==> config.mk <==
export PLATFORM = sky130hd
export DESIGN_NAME = audio_serial_rx
export DESIGN_NICKNAME = d
export VERILOG_FILES = /design/src/rtl/srx_pkg.sv /design/src/rtl/srx_sync.sv /design/src/rtl/srx_word.sv /design/src/rtl/audio_serial_rx.sv
export SDC_FILE = /design/constraint.sdc
export NUM_CORES = 1
export LEC_CHECK = 0
export BUFFER_PORTS_ARGS = -buffer_cell sky130_fd_sc_hd__buf_2
export CAP_MARGIN = 20
export CORE_AREA = 2 2 96 98
export CTS_CLUSTER_DIAMETER = 200
export CTS_CLUSTER_SIZE = 28
export DETAILED_ROUTE_END_ITERATION = 8
export DIE_AREA = 0 0 98 100
export GPL_TIMING_DRIVEN = 0
export PLACE_DENSITY_LB_ADDON = 0.08
export REMOVE_ABC_BUFFERS = 1
export SYNTH_ARGS = -nofsm -noshare
export SYNTH_HDL_FRONTEND = slang
export SYNTH_SLANG_ARGS = --single-unit
==> constraint.sdc <==
create_clock -name clk -period 3.46 [get_ports clk]
set_clock_uncertainty 0.2 [all_clocks]
set_input_delay 0.173 -clock clk [delete_from_list [all_inputs] [get_ports clk]]
set_output_delay 0.173 -clock clk [all_outputs]
set_load 0.02 [all_outputs]
==> src/rtl/srx_pkg.sv <==
package srx_pkg;

    typedef enum logic [1:0] {
        FMT_LJ  = 2'b00,
        FMT_I2S = 2'b01,
        FMT_RJ  = 2'b10,
        FMT_DSP = 2'b11
    } fmt_e;

    typedef enum logic [1:0] {
        ST_HUNT,
        ST_LEAD,
        ST_TAKE,
        ST_DRAIN
    } rx_state_e;

    // word length selected by the two-bit length code; spare code means 24
    function automatic int word_bits(input logic [1:0] code);
        case (code)
            2'b01:   return 20;
            2'b10:   return 16;
            default: return 24;
        endcase
    endfunction

endpackage

==> src/rtl/srx_sync.sv <==
module srx_sync #(
    parameter int STAGES = 2
) (
    input  logic clk,
    input  logic rst_n,
    input  logic bclk,
    input  logic lrck,
    input  logic sdata,
    output logic rise,
    output logic lr,
    output logic sd
);
    logic [STAGES:0]   bq;
    logic [STAGES-1:0] lq;
    logic [STAGES-1:0] dq;

    always_ff @(posedge clk or negedge rst_n) begin
        if (!rst_n) begin
            bq <= '0;
            lq <= '0;
            dq <= '0;
        end else begin
            bq <= {bq[STAGES-1:0], bclk};
            lq <= {lq[STAGES-2:0], lrck};
            dq <= {dq[STAGES-2:0], sdata};
        end
    end

    assign rise = bq[STAGES-1] & ~bq[STAGES];
    assign lr   = lq[STAGES-1];
    assign sd   = dq[STAGES-1];
endmodule

==> src/rtl/srx_word.sv <==
module srx_word #(
    parameter int W  = 24,
    parameter int IW = $clog2(W + 1)
) (
    input  logic          clk,
    input  logic          rst_n,
    input  logic          clr,
    input  logic          we,
    input  logic [IW-1:0] idx,
    input  logic          din,
    output logic [W-1:0]  q,
    output logic [W-1:0]  merged
);
    logic [W-1:0] nxt;

    for (genvar gi = 0; gi < W; gi++) begin : g_bit
        logic hit;
        assign hit        = (idx == IW'(W - 1 - gi));
        assign merged[gi] = hit ? din : q[gi];
        assign nxt[gi]    = (we && hit) ? din : (clr ? 1'b0 : q[gi]);
    end

    always_ff @(posedge clk or negedge rst_n) begin
        if (!rst_n) q <= '0;
        else        q <= nxt;
    end
endmodule

==> src/rtl/audio_serial_rx.sv <==
module audio_serial_rx
    import srx_pkg::*;
#(
    parameter int SAMPLE_W  = 24,
    parameter int HALF_BITS = 32,
    parameter int SYNC_STG  = 2
) (
    input  logic                clk,
    input  logic                rst_n,
    input  logic                bclk_in,
    input  logic                lrck_in,
    input  logic                sdata_in,
    input  logic [1:0]          fmt_sel,
    input  logic [1:0]          wlen_sel,
    output logic [SAMPLE_W-1:0] left_word,
    output logic [SAMPLE_W-1:0] right_word,
    output logic                left_strobe,
    output logic                right_strobe
);
    localparam int IW = $clog2(SAMPLE_W + 1);
    localparam int CW = $clog2(HALF_BITS);
    localparam logic [IW-1:0] IDX_LIM  = IW'(SAMPLE_W);
    localparam logic [IW-1:0] IDX_LAST = IW'(SAMPLE_W - 1);

    logic bit_rise, lr, sd;

    srx_sync #(.STAGES(SYNC_STG)) u_sync (
        .clk(clk), .rst_n(rst_n), .bclk(bclk_in), .lrck(lrck_in), .sdata(sdata_in),
        .rise(bit_rise), .lr(lr), .sd(sd)
    );

    rx_state_e     st_q, st_d;
    logic [IW-1:0] idx_q, idx_d;
    logic [CW-1:0] pos_q, pos_d;
    logic          ch_q, ch_d;      // 1 = left
    logic          busy_q, busy_d;  // a left-/I2S-justified word awaits its report
    logic          seen_q, lr_prev_q;

    logic          clr, we, emit, emit_left, use_merged;
    logic [IW-1:0] widx;
    logic [SAMPLE_W-1:0] word_q, word_m;

    srx_word #(.W(SAMPLE_W), .IW(IW)) u_word (
        .clk(clk), .rst_n(rst_n), .clr(clr), .we(we), .idx(widx), .din(sd),
        .q(word_q), .merged(word_m)
    );

    fmt_e          fmt;
    logic [IW-1:0] wl;
    logic [CW-1:0] lead;
    logic          start;

    assign fmt   = fmt_e'(fmt_sel);
    assign wl    = IW'(word_bits(wlen_sel));
    assign lead  = CW'(HALF_BITS - word_bits(wlen_sel));
    assign start = (fmt == FMT_DSP) ? (seen_q && lr && !lr_prev_q)
                                    : (seen_q && (lr != lr_prev_q));

    // state register
    always_ff @(posedge clk or negedge rst_n) begin
        if (!rst_n) begin
            st_q      <= ST_HUNT;
            idx_q     <= '0;
            pos_q     <= '0;
            ch_q      <= 1'b0;
            busy_q    <= 1'b0;
            seen_q    <= 1'b0;
            lr_prev_q <= 1'b0;
        end else begin
            st_q   <= st_d;
            idx_q  <= idx_d;
            pos_q  <= pos_d;
            ch_q   <= ch_d;
            busy_q <= busy_d;
            if (bit_rise) begin
                seen_q    <= 1'b1;
                lr_prev_q <= lr;
            end
        end
    end

    // next state and capture control
    always_comb begin
        st_d       = st_q;
        idx_d      = idx_q;
        pos_d      = pos_q;
        ch_d       = ch_q;
        busy_d     = busy_q;
        clr        = 1'b0;
        we         = 1'b0;
        widx       = idx_q;
        emit       = 1'b0;
        emit_left  = ch_q;
        use_merged = 1'b0;
        if (bit_rise) begin
            if (start) begin
                clr = 1'b1;
                unique case (fmt)
                    FMT_LJ, FMT_I2S: begin
                        emit   = busy_q;
                        busy_d = 1'b1;
                        ch_d   = (fmt == FMT_LJ) ? lr : !lr;
                        st_d   = ST_TAKE;
                        if (fmt == FMT_LJ) begin
                            we    = 1'b1;
                            widx  = '0;
                            idx_d = IW'(1);
                        end else begin
                            idx_d = '0;
                        end
                    end
                    FMT_RJ: begin
                        busy_d = 1'b0;
                        ch_d   = lr;
                        pos_d  = CW'(1);
                        st_d   = ST_LEAD;
                    end
                    FMT_DSP: begin
                        busy_d = 1'b0;
                        ch_d   = 1'b1;
                        we     = 1'b1;
                        widx   = '0;
                        idx_d  = IW'(1);
                        st_d   = ST_TAKE;
                    end
                endcase
            end else begin
                unique case (st_q)
                    ST_HUNT, ST_DRAIN: begin
                    end
                    ST_LEAD: begin
                        if (pos_q == lead) begin
                            we    = 1'b1;
                            widx  = '0;
                            idx_d = IW'(1);
                            st_d  = ST_TAKE;
                        end else begin
                            pos_d = pos_q + CW'(1);
                        end
                    end
                    ST_TAKE: begin
                        if (idx_q < IDX_LIM) begin
                            we    = 1'b1;
                            idx_d = idx_q + IW'(1);
                        end
                        if (fmt == FMT_RJ || fmt == FMT_DSP) begin
                            if (idx_q == wl - IW'(1)) begin
                                emit       = 1'b1;
                                use_merged = 1'b1;
                                if (fmt == FMT_DSP && ch_q) begin
                                    ch_d  = 1'b0;
                                    idx_d = '0;
                                    clr   = 1'b1;
                                    we    = 1'b0;
                                end else begin
                                    st_d = ST_DRAIN;
                                end
                            end
                        end else if (idx_q == IDX_LAST) begin
                            st_d = ST_DRAIN;
                        end
                    end
                endcase
            end
        end
    end

    // outputs
    always_ff @(posedge clk or negedge rst_n) begin
        if (!rst_n) begin
            left_word    <= '0;
            right_word   <= '0;
            left_strobe  <= 1'b0;
            right_strobe <= 1'b0;
        end else begin
            left_strobe  <= emit && emit_left;
            right_strobe <= emit && !emit_left;
            if (emit && emit_left)  left_word  <= use_merged ? word_m : word_q;
            if (emit && !emit_left) right_word <= use_merged ? word_m : word_q;
        end
    end
endmodule

==> impl_metrics.env <==
export IMPL_pwr_share_clk=0.211
export IMPL_detail_route_vias_per_cell=6.20
export IMPL_worstSetupPathType="reg -> reg"
export IMPL_multiInputGateArea_um2=2340
export IMPL_cts_tree="yes"
export IMPL_p_leak_nw=2.42
export IMPL_cp_end_kind="flip-flop"
export IMPL_antenna_found_initial=0
export IMPL_grt_pass1_wl_um=19100
export IMPL_yosysUniqueCellTypes=60
export IMPL_startpoint_type="flip-flop"
export IMPL_clkLatencyLatePin_ns=0.36
export IMPL_fmax_ghz=0.309
export IMPL_syn_area_um2=4920
export IMPL_antenna_left=0
export IMPL_firstDrtPassIters=5
export IMPL_hold_violations=0
export IMPL_synthArstFlopShare=1.00
export IMPL_vdd_drop_max_v=0.000355
export IMPL_relSlewSlack=0.349
export IMPL_critical_path_arrival_ns=3.32
export IMPL_p_switching_w=0.00128
export IMPL_die_w_um=98
export IMPL_numPortBuffers=58
export IMPL_power_density_nw_per_um2=592
export IMPL_grt_pass1_vias=3793
export IMPL_setup_viol=0
export IMPL_finalWorstSetupSlack_ns=0.224
export IMPL_critPathMaxFanout=19
export IMPL_die_area_um2=9800
export IMPL_finalCriticalPeriod_ns=3.24
export IMPL_yosys_warnings=0
export IMPL_grt_usage=0.240
export IMPL_seq_area_frac_synth=0.494
export IMPL_drv_slew=0
export IMPL_dp_hpwl_um=7460
export IMPL_p_seq_frac=0.466
export IMPL_clk_pin_slew_worst_paths_ns=0.10
export IMPL_avgSynthCellArea_um2=10.0
export IMPL_synth_main_ff_cell="dfrtp_1"
export IMPL_io_pins=59
export IMPL_overflow=0
export IMPL_drc=0
export IMPL_drt_total_wl_um=11800
export IMPL_root_buffer="clkbuf_8"
export IMPL_synthTopCellsByArea="dfrtp_1, nand2_1, mux2i_1"
export IMPL_wl_per_cell_um=18.0
export IMPL_grt_setup_unrepaired="false"
export IMPL_drive_above_1_share=0.221
export IMPL_start_util=0.553
export IMPL_maxCapViolations=0
export IMPL_tightest_slew_ns=0.976
export IMPL_synthCells=490
export IMPL_vias=4058
export IMPL_coreArea_um2=8890
export IMPL_rows=35
export IMPL_grt_max_degree=57
export IMPL_area_delta_synth_final_pct=13.1
export IMPL_slowest_stage="nor3_1"
export IMPL_crit_chain="nand4bb_1, and2_0, nor3_1, o21ai_4, clkinvlp_4, buf_4, nor2_1, a31oi_1"
export IMPL_numCtsBuffers=9
export IMPL_finalNetCount=557
export IMPL_htree_levels=3
export IMPL_fillers=719
export IMPL_netlist_area_leader_share=0.494
export IMPL_critPathRequiredTime_ns=3.54
export IMPL_gp_congestion=0.866
export IMPL_ys_ff_latch=97
export IMPL_synth_edff_count=0
export IMPL_n_antenna_cell=0
export IMPL_hp_class="in -> reg"
export IMPL_slowest_delay_ns=0.82
export IMPL_p_sw_frac=0.390
export IMPL_internal_power_w=0.00201
export IMPL_p_comb_frac=0.323
export IMPL_initialDrtViolationCount=257
export IMPL_setup_tns_ns=0
export IMPL_die_height_um=100
export IMPL_pre_cts_slack_ns=-0.725
export IMPL_yosys_area_top_type="dfrtp_1"
export IMPL_total_power_w=0.00329
export IMPL_ff_latch_area_um2=2430
export IMPL_clockBufferDepth=2
export IMPL_status="complete, no violations"
export IMPL_final_period_utilization=0.935
export IMPL_cts_sinks=97
cell type report:
class | count | area share
Timing Repair Buffer | 69 | 0.0761
Inverter | 11 | 0.00810
Tap cell | 111 | 0.0250
Multi-Input combinational cell | 350 | 0.422
Clock buffer | 10 | 0.0230
Clock inverter | 6 | 0.00855
Timing Repair inverter | 1 | 0.000900
Sequential cell | 97 | 0.437
logic make-up (layout without fill, tap and decap cells):
kind of cell	after synthesis	count (layout)	share of synthesized area
muxes	31	31	0.0662
adders and majority gates	9	9	0.0229
DFF	97	97	0.494
xor gates and xnor gates	4	4	0.00713
buffers and inverters	44	97	0.0384
and+or+nand+nor	199	199	0.219
AOI/OAI and AO/OA	106	107	0.152
per-layer routing:
layer	up-vias	GRT usage	share of wire
li1	1892	-	-
met1	2010	0.342	0.46
met2	142	0.379	0.47
met3	14	0.0487	0.058
met4	0	0.0652	0.011
met5	-	0	0
synth_stat cells (3+ instances only):
cell type  number
o211ai_1        4
o21ai_0        16
nand4_1        13
clkbuf_1       19
mux2i_1        19
o31ai_1         6
inv_1          11
nand2b_1       14
nand2_1        74
o311ai_1        6
a21oi_1        11
mux2_2         12
ha_1            9
xor2_1          3
buf_2          10
o41ai_1        14
nor3_1          7
a31oi_1        27
nor4_2         12
nand3b_1        4
dfrtp_1        97
nand3_1        11
or3_1           5
nor2_1         40
per-stage QoR:
step | instance area (um^2) | std cells | util | hold slack, ns
after global placement | 5200 | 626 | 0.585 | 0.0828
after detailed placement | 5280 | 630 | 0.594 | 0.00850
after CTS | 5540 | 653 | 0.623 | 0.0921
after global routing | 5560 | 655 | 0.625 | 0.134
final | 5560 | 655 | 0.625 | 0.0978
after floorplan | 4770 | 457 | - | -0.323
worst paths after layout:
kind,depth (start not counted),end,start,slack [ns]
max in group asynchronous,3,left_word[23]$_DFFE_PN0P_,rst_n,2.25
worst min-delay path,3,busy_q$_DFFE_PN0P_,fmt_sel[1],0.1
worst max register to register,8,left_word[3]$_DFFE_PN0P_,u_sync.lq[1]$_DFF_PN0_,0.22
worst min register to register,0,u_sync.dq[1]$_DFF_PN0_,u_sync.dq[0]$_DFF_PN0_,0.16
worst max-delay path,8,left_word[3]$_DFFE_PN0P_,u_sync.lq[1]$_DFF_PN0_,0.22
min in group asynchronous,2,right_word[4]$_DFFE_PN0P_,rst_n,0.14
layout by cell type (no fill, tap or decap), types with 2 or more instances in the layout:
master and count:
clkinv_2 2, a22o_1 2, o211a_2 2, a41oi_1 2, a21oi_1 11, or4_1 2, nand4_1 13, buf_4 5
o311ai_1 6, o31ai_1 6, o21ai_4 2, nor2b_1 2, buf_2 58, mux2i_1 19, nand2_1 74, buf_16 2
nor3_2 2, inv_1 10, clkbuf_8 9, o21ai_0 16, nor4_2 13, dlygate4sd3_1 4, nor2_1 40, inv_6 2
a21boi_0 2, nor4b_2 2, o211ai_1 4, xor2_1 3, nand3_1 11, nor3_1 7, nand3b_1 4, nand2b_1 14
mux2_2 12, or3_1 5, ha_1 9, o41ai_1 14, a31oi_1 27, dfrtp_1 97
state kept, by name, indices dropped and copies added, names as in the netlist:
register,count
seen_q,1
busy_q,1
left_strobe,1
u_sync.bq,3
idx_q,5
u_sync.dq,2
u_sync.lq,2
lr_prev_q,1
st_q,2
left_word,24
ch_q,1
pos_q,5
right_strobe,1
u_word.q,24
right_word,24
worst max-delay path: cells and delay by family, from the launching register on:
family / cells / cell delay (ns)
DFF: 1 / 0.45
buffers and inverters: 2 / 0.41
and+or+nand+nor: 4 / 1.62
AOI/OAI and AO/OA: 2 / 0.46
repair_timing:
action                                 in CTS  in global routing
endpoints found under the hold margin      44                  0
hold buffers                                4                  0
setup endpoints to repair                  36                 29
pin swaps                                   0                  0
buffers inserted                            2                  1
resized for setup                           4                  2
gates cloned                                1                  1
power groups by stage:
| stage | clock, W | combinational (W) | sequential [W] |
|---|---|---|---|
| floorplan | 0 | 0.000518 | 0.00172 |
| global placement | 0 | 0.00101 | 0.00153 |
| detailed placement | 0 | 0.00105 | 0.00155 |
| CTS | 0.000705 | 0.00106 | 0.00153 |
| global route | 0.000753 | 0.00117 | 0.00157 |
| finish | 0.000695 | 0.00106 | 0.00153 |
Note: power is estimated with default switching activity, not from simulation.
